===== src/rtl/gap_rate_pkg.sv =====
package gap_rate_pkg;
  // Per-cycle commands from FIFO control to FIFO datapath
  typedef struct packed {
    logic push;      // store input bit at write pointer
    logic pop;       // load output from read pointer
    logic flush;     // clear storage and recentre pointers
    logic bypassLd;  // load output straight from input
  } fifoStb_t;
endpackage


===== src/rtl/gap_fifo_ctl.sv =====
module gap_fifo_ctl
  import gap_rate_pkg::*;
#(
  parameter int unsigned DEPTH = 8
) (
  input  logic     clk,
  input  logic     rstN,
  input  logic     en,
  input  logic     inStb,
  input  logic     outStb,
  output fifoStb_t ctl,
  output logic     ovf,
  output logic     unf
);
  localparam int unsigned CNT_W = $clog2(DEPTH + 1);
  localparam int unsigned HALF  = DEPTH / 2;

  logic [CNT_W-1:0] fillCnt;
  logic full;
  logic empty;

  always_comb begin
    full         = (fillCnt == CNT_W'(DEPTH));
    empty        = (fillCnt == '0);
    ctl.flush    = !en;
    ctl.bypassLd = !en && outStb;
    ctl.push     = en && inStb && (!full || outStb);
    ctl.pop      = en && outStb && !empty;
  end

  always_ff @(posedge clk) begin
    if (!rstN || !en) begin
      fillCnt <= CNT_W'(HALF);
      ovf     <= 1'b0;
      unf     <= 1'b0;
    end else begin
      fillCnt <= fillCnt + CNT_W'(ctl.push) - CNT_W'(ctl.pop);
      if (inStb && full && !outStb) ovf <= 1'b1;
      if (outStb && empty)          unf <= 1'b1;
    end
  end
endmodule


===== src/rtl/gap_fifo_data.sv =====
module gap_fifo_data
  import gap_rate_pkg::*;
#(
  parameter int unsigned DEPTH = 8
) (
  input  logic     clk,
  input  logic     rstN,
  input  fifoStb_t ctl,
  input  logic     inData,
  output logic     outData
);
  localparam int unsigned PTR_W = (DEPTH > 1) ? $clog2(DEPTH) : 1;
  localparam int unsigned HALF  = DEPTH / 2;

  logic [DEPTH-1:0] store;
  logic [PTR_W-1:0] wrPtr;
  logic [PTR_W-1:0] rdPtr;

  function automatic logic [PTR_W-1:0] nextPtr(input logic [PTR_W-1:0] p);
    return (p == PTR_W'(DEPTH - 1)) ? '0 : p + 1'b1;
  endfunction

  always_ff @(posedge clk) begin
    if (!rstN || ctl.flush) begin
      store <= '0;
      wrPtr <= PTR_W'(HALF);
      rdPtr <= '0;
    end else begin
      if (ctl.push) begin
        store[wrPtr] <= inData;
        wrPtr        <= nextPtr(wrPtr);
      end
      if (ctl.pop) rdPtr <= nextPtr(rdPtr);
    end
  end

  always_ff @(posedge clk) begin
    if (!rstN)             outData <= 1'b0;
    else if (ctl.bypassLd) outData <= inData;
    else if (ctl.pop)      outData <= store[rdPtr];
  end
endmodule


===== src/rtl/gap_rate_adapter.sv =====
module gap_rate_adapter
  import gap_rate_pkg::*;
#(
  parameter int unsigned DEPTH = 8
) (
  input  logic clk,
  input  logic rstN,
  input  logic txGapEn,
  input  logic rxGapEn,
  input  logic refFastSel,
  input  logic baseTick,
  input  logic fastTick,
  output logic refStbOut,
  input  logic txGapStb,
  input  logic txGapData,
  input  logic txBaseStb,
  output logic txLineData,
  output logic txOvf,
  output logic txUnf,
  input  logic rxBaseStb,
  input  logic rxLineData,
  input  logic rxGapStb,
  output logic rxGapData,
  output logic rxOvf,
  output logic rxUnf
);
  localparam int unsigned NDIR = 2;  // index 0 transmit, 1 receive

  logic [NDIR-1:0] dirEn, inStb, inBit, outStb, outBit, ovfF, unfF;

  assign dirEn  = {rxGapEn, txGapEn};
  assign inStb  = {rxBaseStb, txGapStb};
  assign inBit  = {rxLineData, txGapData};
  assign outStb = {rxGapStb, txBaseStb};

  for (genvar d = 0; d < NDIR; d++) begin : g_dir
    fifoStb_t stb;
    gap_fifo_ctl #(.DEPTH(DEPTH)) u_ctl (
      .clk(clk), .rstN(rstN), .en(dirEn[d]), .inStb(inStb[d]),
      .outStb(outStb[d]), .ctl(stb), .ovf(ovfF[d]), .unf(unfF[d])
    );
    gap_fifo_data #(.DEPTH(DEPTH)) u_dat (
      .clk(clk), .rstN(rstN), .ctl(stb), .inData(inBit[d]),
      .outData(outBit[d])
    );
  end

  assign txLineData = outBit[0];
  assign rxGapData  = outBit[1];
  assign txOvf = ovfF[0];
  assign txUnf = unfF[0];
  assign rxOvf = ovfF[1];
  assign rxUnf = unfF[1];

  always_ff @(posedge clk) begin
    if (!rstN) refStbOut <= 1'b0;
    else       refStbOut <= refFastSel ? fastTick : baseTick;
  end
endmodule


===== config.mk =====
export PLATFORM = sky130hd
export DESIGN_NAME = gap_rate_adapter
export DESIGN_NICKNAME = d
export VERILOG_FILES = /design/src/rtl/gap_rate_pkg.sv /design/src/rtl/gap_fifo_ctl.sv /design/src/rtl/gap_fifo_data.sv /design/src/rtl/gap_rate_adapter.sv
export SDC_FILE = /design/constraint.sdc
export NUM_CORES = 1
export LEC_CHECK = 0
export BUFFER_PORTS_ARGS = -buffer_cell sky130_fd_sc_hd__buf_2
export CORE_ASPECT_RATIO = 1.2
export CORE_UTILIZATION = 45
export CTS_CLUSTER_DIAMETER = 100
export DETAILED_ROUTE_END_ITERATION = 10
export PLACE_DENSITY = 0.74
export SYNTH_ARGS = -nofsm -noshare
export SYNTH_HDL_FRONTEND = slang
export SYNTH_HIERARCHICAL = 1
export SYNTH_SLANG_ARGS = --single-unit

===== constraint.sdc =====
create_clock -name clk -period 2.6 [get_ports clk]
set_input_delay 0.39 -clock clk [delete_from_list [all_inputs] [get_ports clk]]
set_output_delay 0.39 -clock clk [all_outputs]
set_load 0.01 [all_outputs]

==> results.tsv, run 1 <==
stage	metric	value	unit
outcome	outcome	finished clean	
clocking	htreeDepth	2	
sta	finalMaxSlewViolations	0	
clocking	numCtsBuffers	5	
clocking	cts_hold_buffers	0	
global_routing	grt_pass1_vias	1651	
routing	detail_route.wl_per_cell	12.4	um
logic_synthesis	synth.distinct_cells	34	
placed_design	io_buffer_count	19	
logic_synthesis	synth_cells	243	
sta	period_needed	2.16	ns
floorplanning	core_area	4900	um2
global_routing	grt_util_met3	0.0511	
clocking	cts_buffer_depth	2	
critical_path	start_kind	flop	
global_routing	use_met1	0.183	
critical_path	reg2reg_depth	8	
sta	fin_crit_sh	0.832	
routing	drtAntennaViolNets	0	
logic_synthesis	synth_enable_flop_cells	0	
logic_synthesis	synth_area_per_cell	9.43	um2
routing	drt-pass1-iter-count	4	
global_routing	grt_overflow	0	
power_and_ir_drop	ir_worst_vdd	412	uV
routing	route.detailed.drc	0	
floorplanning	rows	28	
clocking	cts_resized	0	
clocking	cts_tree	built	
clocking	clkSinkCount	43	
sta	fin_skew	0.00897	ns
global_routing	grt_usage	0.172	
global_routing	grt.met2_usage	0.303	
sta	setup_tns	0	ns
finish	drive_above_1_share	0.155	
finish	diodes	0	
finish	syn2layout_area_growth	12.2	%
clocking	worstSkewPairLatency	0.29	ns
placed_design	place_congestion	0.864	
sta	fmax	462	MHz
placed_design	hpwl	2920	um
worst_hold_path	min_path_type	primary input to flop	
sta	worstMarginPinSlew	0.518	ns
clocking	postCtsSetupBuffers	0	
critical_path	worstSetupPathType	flop to flop	
floorplanning	initial_core_util	0.467	
floorplanning	die-area	5380	um2
sta	hold_violations	0	
clocking	root_buffer	clkbuf_8	
logic_synthesis	synth_area_leaders	dfxtp_1, mux2i_1, ha_1	
logic_synthesis	ys_async_sr_fraction	0	
critical_path	cp_max_fo	3	
logic_synthesis	yosys-top-cells-count	dfxtp_1, nor2_1, mux2i_1, inv_1, ha_1	
sta	grt_setup_unrepaired	no	
sta	slew_headroom	0.655	
floorplanning	die_w	67.2	um
routing	vias	1727	
critical_path	end_kind	flop	
logic_synthesis	yosys_register_bits	43	
power_and_ir_drop	powerDensity	565	nW/um2
finish	fin_nets	298	
critical_path	cp_data_arrival_time	2.36	ns
global_routing	grt_pass1_wl	6940	um
logic_synthesis	synth_top_area_cell	dfxtp_1	
global_routing	antenna_found_initial	0	
global_routing	grt_max_degree	18	
routing	wirelength	4030	um
sta	finalSetupViolCount	0	
logic_synthesis	synthesis.nets	278	
worst_hold_path	hold_path_depth	2	
run	drv_cap	0	
power_and_ir_drop	leakage	1.11	nW
global_routing	grt-busiest-layer	met2	
critical_path	crit_required	2.79	ns
logic_synthesis	yosysTopAreaCellShare	0.376	
clocking	path_clk_slew	0.08	ns
logic_synthesis	synth_area	2290	um2
sta	hold_slack	0.346	ns
routing	viasPerCell	5.33	
logic_synthesis	synth.most_common_cell	dfxtp_1	
routing	drt-initial-drc-count	60	
floorplanning	pin_count	20	
logic_synthesis	ys_warn_count	6	
logic_synthesis	synth_flop_cell	dfxtp_1	
logic_synthesis	ys_seq_area_frac	0.376	
floorplanning	fp.dieH	80.2	um
[layer usage]
| layer | share of wire | wire length (um) | vias to the layer above |
|---|---|---|---|
| met5 | 0 | 0 | - |
| met4 | 0.017 | 67 | 0 |
| met3 | 0.026 | 105 | 7 |
| met2 | 0.50 | 2020 | 16 |
| met1 | 0.46 | 1840 | 814 |
| li1 | - | - | 890 |
[state kept, by name (all words and copies together) (netlist names)]
name / cells
g_dir.u_ctl/fillCnt: 8
g_dir.u_ctl/ovf: 2
g_dir.u_ctl/unf: 2
g_dir.u_dat/outData: 2
g_dir.u_dat/rdPtr: 6
g_dir.u_dat/store: 16
g_dir.u_dat/wrPtr: 6
refStbOut: 1
[critical path: stages, from the launching register on]
cell	delay [ns]
dfxtp_1	0.31
inv_1	0.06
ha_1	0.22
a211oi_1	0.32
ha_1	0.30
inv_1	0.06
ha_1	0.18
fa_1	0.41
and3_2	0.21
[cells in the final DEF (no fill, tap or decap), types with 3 or more instances in the layout]
cell,count
nor2_1,37
nand3_1,6
nand2_1,9
inv_1,22
ha_1,20
a31oi_1,4
buf_4,5
and3_2,4
nor4bb_1,3
dfxtp_1,43
buf_2,19
mux2i_1,26
nor3b_1,4
a21oi_1,9
clkbuf_8,5
nand2b_1,6
nand4b_1,6
nor2b_1,3
[area by class of cell]
cell class	count	area [um2]
Clock buffer	6	72.6
Tap cell	60	75.1
Inverter	22	82.6
Multi-Input combinational cell	167	1290
Clock inverter	2	60.1
Timing Repair Buffer	24	133
Fill cell	445	2330
Sequential cell	43	861
[report_power, final]
part,switching (W),total (W),internal [W]
combinational,0.0000890,0.000161,0.0000723
clock,0.000218,0.000601,0.000384
sequential,0.0000150,0.000690,0.000675
[per-stage QoR]
stage          total power (W)  std cells  setup slack (ns)  cell area, um2   util
3_5_place_dp          0.000867        316             0.426            2440  0.497
6_report               0.00145        324             0.436            2570  0.524
3_3_place_gp          0.000862        316             0.511            2440  0.497
4_1_cts                0.00148        324             0.434            2570  0.524
2_1_floorplan         0.000820        243             0.230            2290      -
5_1_grt                0.00153        324             0.334            2570  0.524
[cell families after synthesis]
| logic type | Yosys count | share of synthesized area |
|---|---|---|
| xor+xnor | 2 | 0.00764 |
| fa+ha+maj | 22 | 0.127 |
| simple gates | 88 | 0.213 |
| mux | 28 | 0.133 |
| compound gates | 27 | 0.0808 |
| buf+inv | 33 | 0.0628 |
| flops | 43 | 0.376 |
[path summary, 6_finish.rpt]
path / slack, ns / startpoint / to
worst min register to register: 0.48 / g_dir[1].u_ctl/ovf / g_dir[1].u_ctl/ovf
worst max-delay path: 0.44 / g_dir[0].u_ctl/fillCnt[2] / g_dir[0].u_ctl/fillCnt[1]
worst max register to register: 0.44 / g_dir[0].u_ctl/fillCnt[2] / g_dir[0].u_ctl/fillCnt[1]
worst min-delay path: 0.35 / rxGapEn / g_dir[1].u_ctl/fillCnt[2]
(Power assumes the default switching activity.)
==> run 2: changes to the inputs <==
--- a/config.mk
+++ b/config.mk
@@ -5,12 +5,13 @@
 export SDC_FILE = /design/constraint.sdc
 export NUM_CORES = 1
 export LEC_CHECK = 0
+export ABC_AREA = 1
 export BUFFER_PORTS_ARGS = -buffer_cell sky130_fd_sc_hd__buf_2
 export CORE_ASPECT_RATIO = 1.2
 export CORE_UTILIZATION = 45
 export CTS_CLUSTER_DIAMETER = 100
 export DETAILED_ROUTE_END_ITERATION = 10
-export PLACE_DENSITY = 0.74
+export PLACE_DENSITY = 0.76
 export SYNTH_ARGS = -nofsm -noshare
 export SYNTH_HDL_FRONTEND = slang
 export SYNTH_HIERARCHICAL = 1
==> constraint.sdc (replaced) <==
create_clock -name clk -period 1.85 [get_ports clk]
set_input_delay 0.2775 -clock clk [delete_from_list [all_inputs] [get_ports clk]]
set_output_delay 0.2775 -clock clk [all_outputs]
set_load 0.01 [all_outputs]
==> results.tsv, run 2 <==
stage	metric	value	unit	change
floorplanning	die-area	5330	um2	-1.1%
critical_path	reg2reg_from	g_dir[0].u_ctl/fillCnt[3]		
outcome	violations	negative setup slack		
placed_design	io_buffer_count	19		unchanged
finish	seq_area	866	um2	+0.58%
floorplanning	rows	27		-3.6%
clocking	numCtsBuffers	5		unchanged
routing	viasPerCell	5.01		-6.0%
floorplanning	initial_core_util	0.479		+0.0120
floorplanning	core_area	4730	um2	-3.6%
global_routing	grt_max_degree	13		-5
routing	drt-met1-wl	2100	um	+14%
sta	period_needed	1.94	ns	-0.224 ns
critical_path	worstReg2RegEnd	g_dir[0].u_ctl/fillCnt[1]		
logic_synthesis	synth_area_per_cell	7.43	um2	-21%
global_routing	grt_overflow	0		unchanged
logic_synthesis	synthesis.nets	340		+22%
sta	timing.final.ws_setup	-0.0901	ns	-0.526 ns
worst_hold_path	holdCritStartpoint	txBaseStb		
critical_path	regToRegSetupSlack	-0.09	ns	-0.53 ns
sta	fin_skew	0.00224	ns	-0.00673 ns
logic_synthesis	yosys_register_bits	43		unchanged
logic_synthesis	synth_enable_flop_cells	0		unchanged
routing	dr.max_layer_used	met4		
power_and_ir_drop	leakage	1.23	nW	+10%
power_and_ir_drop	powerDensity	706	nW/um2	+25%
floorplanning	pin_count	20		unchanged
finish	syn2layout_area_growth	23.6	%	
logic_synthesis	synth_area	2270	um2	-1.1%
finish	reg_top3	g_dir.u_dat/store x16, g_dir.u_ctl/fillCnt x8		
sta	fin_crit_sh	1.05		+0.216
floorplanning	fp.dieH	79.8	um	-0.53%
routing	drtAntennaViolNets	0		unchanged
routing	dr_wl_met2	2350	um	+16%
logic_synthesis	yosys-top-cells-count	inv_1, dfxtp_1, nand2_1, a21oi_1, nand3_1		
worst_hold_path	whs_endpoint	g_dir[0].u_ctl/unf		
sta	fmax	515	MHz	+12%
global_routing	grt_usage	0.191		+0.0190
sta	hold_violations	0		unchanged
sta	finalMaxSlewViolations	0		unchanged
clocking	htreeDepth	2		unchanged
routing	route.detailed.drc	0		unchanged
critical_path	cp_data_arrival_time	2.18	ns	-0.18 ns
global_routing	grt_pass1_wl	7650	um	+10%
clocking	worstSkewPairLatency	0.29	ns	about the same
power_and_ir_drop	power	0.00198	W	+36%
clocking	clkSinkCount	43		unchanged
logic_synthesis	synth.most_common_cell	inv_1		
finish	multi_input_area	1280	um2	-0.19%
clocking	root_buffer	clkbuf_8		
routing	route.met3.wl	164	um	+56%
critical_path	start_kind	flop		
finish	drive_above_1_share	0.260		+0.105
power_and_ir_drop	switching_share	0.264		+0.0426
placed_design	place_congestion	0.858		-0.72%
power_and_ir_drop	pwr-share-seq	0.497		+0.022
placed_design	hpwl	3450	um	+18%
global_routing	grt_pass1_vias	1846		+12%
logic_synthesis	synth_area_leaders	dfxtp_1, ha_1, inv_1		
power_and_ir_drop	p_clk_frac	0.329		-0.085
clocking	cts_hold_buffers	0		unchanged
finish	fin_nets	384		+29%
routing	wirelength	4670	um	+16%
critical_path	end_kind	flop		
logic_synthesis	synth_top_area_cell	dfxtp_1		
finish	layout_commonest_cell	inv_1		
global_routing	antenna_found_initial	0		unchanged
logic_synthesis	synth_cells	305		+26%
run	drv_cap	0		unchanged
routing	detail_route.wl_per_cell	11.5	um	-7.9%
logic_synthesis	ys_async_sr_fraction	0		unchanged
logic_synthesis	synth_flop_cell	dfxtp_1		
worst_hold_path	min_path_type	primary input to flop		
sta	slew_headroom	0.750		+0.0957
logic_synthesis	synth.distinct_cells	23		-32%
clocking	cts_tree	built		
sta	worstMarginPinSlew	0.374	ns	-0.144 ns
clocking	cts_buffer_depth	2		unchanged
critical_path	reg2reg_depth	11		+3
sta	finalSetupViolCount	4		+4
finish	mostFrequentLayoutCells	inv_1, nand2_1, dfxtp_1, a21oi_1, nand3_1		
critical_path	crit_required	2.09	ns	-0.70 ns
worst_hold_path	hold_path_depth	3		+1
finish	fin_cells	408		+26%
sta	grt_setup_unrepaired	yes		
routing	drt-initial-drc-count	81		+35%
logic_synthesis	ys_warn_count	6		unchanged
placed_design	dp_cells	391		+24%
finish	nFillCells	433		-2.7%
finish	top_register	g_dir.u_dat/store		
finish	diodes	0		unchanged
clocking	path_clk_slew	0.08	ns	about the same
logic_synthesis	yosysTopAreaCellShare	0.380		+0.00415
critical_path	cp_max_fo	2		-1
power_and_ir_drop	ir_worst_vdd	499	uV	+21%
routing	vias	2045		+18%
floorplanning	die_w	66.8	um	-0.53%
routing	drt-pass1-iter-count	4		unchanged
outcome	outcome	finished with violations		
finish	utilization	0.592		+0.0681
finish	largest_reg_flops	16		unchanged
critical_path	worstSetupPathType	flop to flop		
power_and_ir_drop	p_int	0.00145	W	+29%
power_and_ir_drop	power_frac_comb	0.174		+0.063
logic_synthesis	ys_seq_area_frac	0.380		+0.00415
power_and_ir_drop	switchingPower	0.000522	W	+62%
## run 2: changes by cell type in the layout (fill, tap and decap cells not counted), moves of 6 or more
cell      previous run  this run
o21ai_0              2        17
buf_4                5        22
nand2_1              9        39
inv_2                0        12
nand2b_1             6         0
a21oi_1              9        35
nor2_1              37        23
nand3_1              6        33
nand4b_1             6         0
mux2i_1             26         0
inv_1               22        46
## run 2: power by group through the flow
stage          clock network (W)  logic, W  registers [W]
3_5_place_dp                   0  0.000277        0.00100
5_1_grt                 0.000713  0.000385       0.000987
2_1_floorplan                  0  0.000187       0.000999
3_3_place_gp                   0  0.000267        0.00100
6_report                0.000650  0.000344       0.000982
4_1_cts                 0.000674  0.000309       0.000982
## run 2: final cells by class
| cell class | instances | area share |
|---|---|---|
| flip-flops and latches | 43 | 0.309 |
| well taps | 58 | 0.0259 |
| inverters | 58 | 0.0777 |
| clock buffers | 8 | 0.0357 |
| repair buffers | 41 | 0.0929 |
| multi-input cells | 200 | 0.459 |
## run 2: logic make-up after synthesis
family | Yosys count | share of synthesized area
AO/OA/AOI/OAI | 60 | 0.141
XOR/XNOR | 2 | 0.00773
adder cells (fa/ha/maj) | 22 | 0.128
buffers and inverters | 62 | 0.104
flip-flops | 43 | 0.380
AND/OR/NAND/NOR | 116 | 0.239
## run 2: repair_timing
action / in CTS / in global routing
resized for setup: 16 / 10
hold endpoints to repair: 0 / 0
pin swaps: 9 / 8
setup buffers: 7 / 3
endpoints found under the setup margin: 4 / 12
## run 2: worst max path at each step
| stage | to | startpoint | depth (start not counted) |
|---|---|---|---|
| after floorplan | g_dir[0].u_ctl/fillCnt[1] | g_dir[0].u_ctl/fillCnt[2] | 11 |
| after global placement | g_dir[0].u_ctl/fillCnt[1] | g_dir[0].u_ctl/fillCnt[3] | 11 |
| after detailed placement | g_dir[0].u_ctl/fillCnt[1] | g_dir[0].u_ctl/fillCnt[3] | 11 |
| after CTS | g_dir[0].u_ctl/fillCnt[1] | g_dir[0].u_ctl/fillCnt[3] | 11 |
| after global routing | g_dir[1].u_ctl/fillCnt[1] | g_dir[1].u_ctl/fillCnt[2] | 11 |
| final | g_dir[0].u_ctl/fillCnt[1] | g_dir[0].u_ctl/fillCnt[3] | 11 |
## run 2: layer usage
layer | track usage | up-vias
li1 | - | 1083
met3 | 0.0414 | 7
met1 | 0.219 | 924
met2 | 0.333 | 31
met4 | 0.0809 | 0
met5 | 0 | -
## run 2: critical path, stage by stage, from the launching register on
cell     delay [ns]
dfxtp_2        0.33
inv_2          0.06
ha_4           0.13
inv_2          0.04
nor3_4         0.13
nor3_2         0.07
ha_1           0.31
inv_2          0.05
ha_4           0.15
fa_2           0.51
inv_1          0.04
nor2_1         0.07
## run 2: stage by stage
stage / cell area, um2 / setup slack [ns] / setup TNS, ns / hold WS (ns)
floorplan: 2280 / -0.0461 / -0.0856 / 0.412
finish: 2800 / -0.0901 / -0.264 / 0.248
global route: 2800 / -0.181 / -0.834 / 0.246
global placement: 2530 / -0.0599 / -0.114 / 0.442
CTS: 2730 / -0.139 / -0.458 / 0.234
detailed placement: 2530 / -0.128 / -0.389 / 0.445
==> run 3: changes to the inputs <==
--- a/config.mk
+++ b/config.mk
@@ -5,13 +5,14 @@
 export SDC_FILE = /design/constraint.sdc
 export NUM_CORES = 1
 export LEC_CHECK = 0
-export ABC_AREA = 1
-export BUFFER_PORTS_ARGS = -buffer_cell sky130_fd_sc_hd__buf_2
+export CELL_PAD_IN_SITES_DETAIL_PLACEMENT = 0
+export CELL_PAD_IN_SITES_GLOBAL_PLACEMENT = 1
 export CORE_ASPECT_RATIO = 1.2
-export CORE_UTILIZATION = 45
+export CORE_UTILIZATION = 44
 export CTS_CLUSTER_DIAMETER = 100
 export DETAILED_ROUTE_END_ITERATION = 10
-export PLACE_DENSITY = 0.76
+export DONT_BUFFER_PORTS = 1
+export PLACE_DENSITY = 0.86
 export SYNTH_ARGS = -nofsm -noshare
 export SYNTH_HDL_FRONTEND = slang
 export SYNTH_HIERARCHICAL = 1
==> results.tsv, run 3 (synthesis gave the netlist of run 1 again) <==
stage	metric	value	unit	change
outcome	outcome	finished with violations		
outcome	violations	negative setup slack		
finish	seq_area	866	um2	unchanged
sta	timing.final.ws_setup	-0.107	ns	-0.0174 ns
finish	multi_input_area	1450	um2	+13%
worst_hold_path	hold_path_depth	1		-2
placed_design	hpwl	3040	um	-12%
clocking	cts_hold_buffers	0		unchanged
routing	drtAntennaViolNets	0		unchanged
finish	fin_cells	330		-19%
sta	finalMaxSlewViolations	0		unchanged
global_routing	grt_max_degree	18		+5
routing	drt-pass1-iter-count	4		unchanged
clocking	path_clk_slew	0.08	ns	about the same
sta	fin_crit_sh	1.06		+0.00939
finish	finalInstanceArea	2850	um2	+1.8%
floorplanning	pin_count	20		unchanged
routing	route.detailed.drc	0		unchanged
power_and_ir_drop	power	0.00215	W	+8.8%
critical_path	start_kind	flop		
sta	grt_setup_unrepaired	yes		
placed_design	place_ws	-0.121	ns	+0.00698 ns
global_routing	grt_pass1_wl	7090	um	-7.3%
finish	drive_above_1_share	0.289		+0.0289
global_routing	grt_usage	0.171		-0.0202
run	drv_cap	0		unchanged
placed_design	dpl-instance-area	2520	um2	-0.59%
power_and_ir_drop	powerDensity	754	nW/um2	+6.9%
clocking	numCtsBuffers	5		unchanged
placed_design	io_buffer_count	0		-19
clocking	worstSkewPairLatency	0.29	ns	about the same
global_routing	grt_overflow	0		unchanged
floorplanning	core_area	4970	um2	+5.2%
routing	detail_route.wl_per_cell	13.8	um	+21%
floorplanning	rows	28		+3.7%
finish	diodes	0		unchanged
power_and_ir_drop	ir_worst_vdd	388	uV	-22%
sta	fin_skew	0.00863	ns	+0.00639 ns
critical_path	worstSetupPathType	flop to flop		
critical_path	crit_required	2.05	ns	-0.04 ns
floorplanning	initial_core_util	0.461		-0.0186
clocking	htreeDepth	2		unchanged
placed_design	place_congestion	0.787		-8.3%
worst_hold_path	holdCritStartpoint	rxGapEn		
placed_design	dp_cells	311		-20%
routing	vias	1762		-14%
clocking	cts_tree	built		
critical_path	end_kind	flop		
floorplanning	die-area	5500	um2	+3.3%
global_routing	antenna_found_initial	0		unchanged
finish	layout_commonest_cell	dfxtp_1		
finish	largest_reg_flops	16		unchanged
floorplanning	die_w	67.9	um	+1.6%
critical_path	cp_data_arrival_time	2.15	ns	-0.03 ns
routing	wirelength	4560	um	-2.4%
sta	fmax	511	MHz	-0.89%
finish	reg_top3	g_dir.u_dat/store x16, g_dir.u_ctl/fillCnt x8		
sta	hold_slack	0.0630	ns	-0.185 ns
worst_hold_path	min_path_type	primary input to flop		
clocking	clkSinkCount	43		unchanged
routing	viasPerCell	5.34		+6.5%
sta	period_needed	1.96	ns	+0.0174 ns
finish	top_register	g_dir.u_dat/store		
clocking	cts_buffer_depth	2		unchanged
critical_path	worstReg2RegEnd	g_dir[1].u_ctl/fillCnt[1]		
routing	drt-initial-drc-count	54		-33%
worst_hold_path	whs_endpoint	g_dir[1].u_ctl/fillCnt[2]		
critical_path	regToRegSetupSlack	-0.11	ns	-0.02 ns
clocking	root_buffer	clkbuf_8		
finish	nFillCells	435		+0.46%
floorplanning	fp.dieH	81.1	um	+1.6%
critical_path	cp_max_fo	2		unchanged
finish	syn2layout_area_growth	24.4	%	
finish	fin_nets	304		-21%
power_and_ir_drop	leakage	1.16	nW	-5.5%
sta	slew_headroom	0.632		-0.118
sta	worstMarginPinSlew	0.551	ns	+0.177 ns
critical_path	reg2reg_from	g_dir[1].u_ctl/fillCnt[3]		
finish	mostFrequentLayoutCells	dfxtp_1, nor2_1, mux2i_1, buf_4, inv_1		
critical_path	reg2reg_depth	8		-3
sta	finalSetupViolCount	4		unchanged
global_routing	grt_pass1_vias	1668		-9.6%
sta	hold_violations	0		unchanged
run 3: cell types whose count changed in the layout (fill, tap and decap cells not counted), sizes merged, moves of 8 or more:
cell,delta
nor3,-8
buf,-11
inv,-36
mux2i,+26
o21ai,-15
nor2,+11
a21oi,-28
nand3,-29
nand2,-32
run 3: final cells by class:
type	instances	area share
clock buffers	5	0.0241
flip-flops and latches	43	0.304
inverters	22	0.0290
clock inverters	3	0.0237
repair buffers	30	0.0842
multi-input cells	167	0.509
well taps	60	0.0263
run 3: worst max-delay path, stage by stage, from the launching register on:
cell,delay (ns)
dfxtp_2,0.34
inv_2,0.04
ha_4,0.16
a211oi_4,0.22
ha_1,0.27
inv_1,0.07
ha_2,0.18
fa_2,0.42
and3_4,0.15
run 3: power by group:
group          total, W  internal (W)  leakage (nW)  switching (W)
Combinational  0.000316      0.000164         0.749       0.000152
Clock          0.000861      0.000538        0.0644       0.000322
Sequential     0.000973      0.000950         0.348      0.0000231
run 3: metrics by stage:
| stage | TNS (ns) | util |
|---|---|---|
| 2_1_floorplan | -0.522 | - |
| 3_3_place_gp | -0.298 | 0.506 |
| 3_5_place_dp | -0.372 | 0.506 |
| 4_1_cts | -0.141 | 0.544 |
| 5_1_grt | -0.570 | 0.573 |
| 6_report | -0.261 | 0.573 |
run 3: timing repair:
item | 4_1_cts | 5_1_grt
gates cloned | 0 | 0
gates resized for setup | 5 | 19
pin swaps | 6 | 10
endpoints found under the hold margin | 0 | 0
setup buffers | 4 | 7
endpoints found under the setup margin | 11 | 12
run 3: per-layer routing:
layer  part of all wire  track usage  vias to the layer above
li1                   -            -                      902
met1               0.43        0.185                      825
met2               0.53        0.313                       27
met3              0.028       0.0365                        8
met4              0.016       0.0688                        0
met5                  0            0                        -
run 3: worst max path at each step:
stage | from | end | cells after the start
floorplan | g_dir[0].u_ctl/fillCnt[3] | g_dir[0].u_ctl/fillCnt[1] | 8
global placement | g_dir[1].u_ctl/fillCnt[3] | g_dir[1].u_ctl/fillCnt[1] | 8
detailed placement | g_dir[0].u_ctl/fillCnt[3] | g_dir[0].u_ctl/fillCnt[1] | 8
CTS | g_dir[0].u_ctl/fillCnt[3] | g_dir[0].u_ctl/fillCnt[1] | 8
global route | g_dir[1].u_ctl/fillCnt[3] | g_dir[1].u_ctl/fillCnt[1] | 8
finish | g_dir[1].u_ctl/fillCnt[3] | g_dir[1].u_ctl/fillCnt[1] | 8
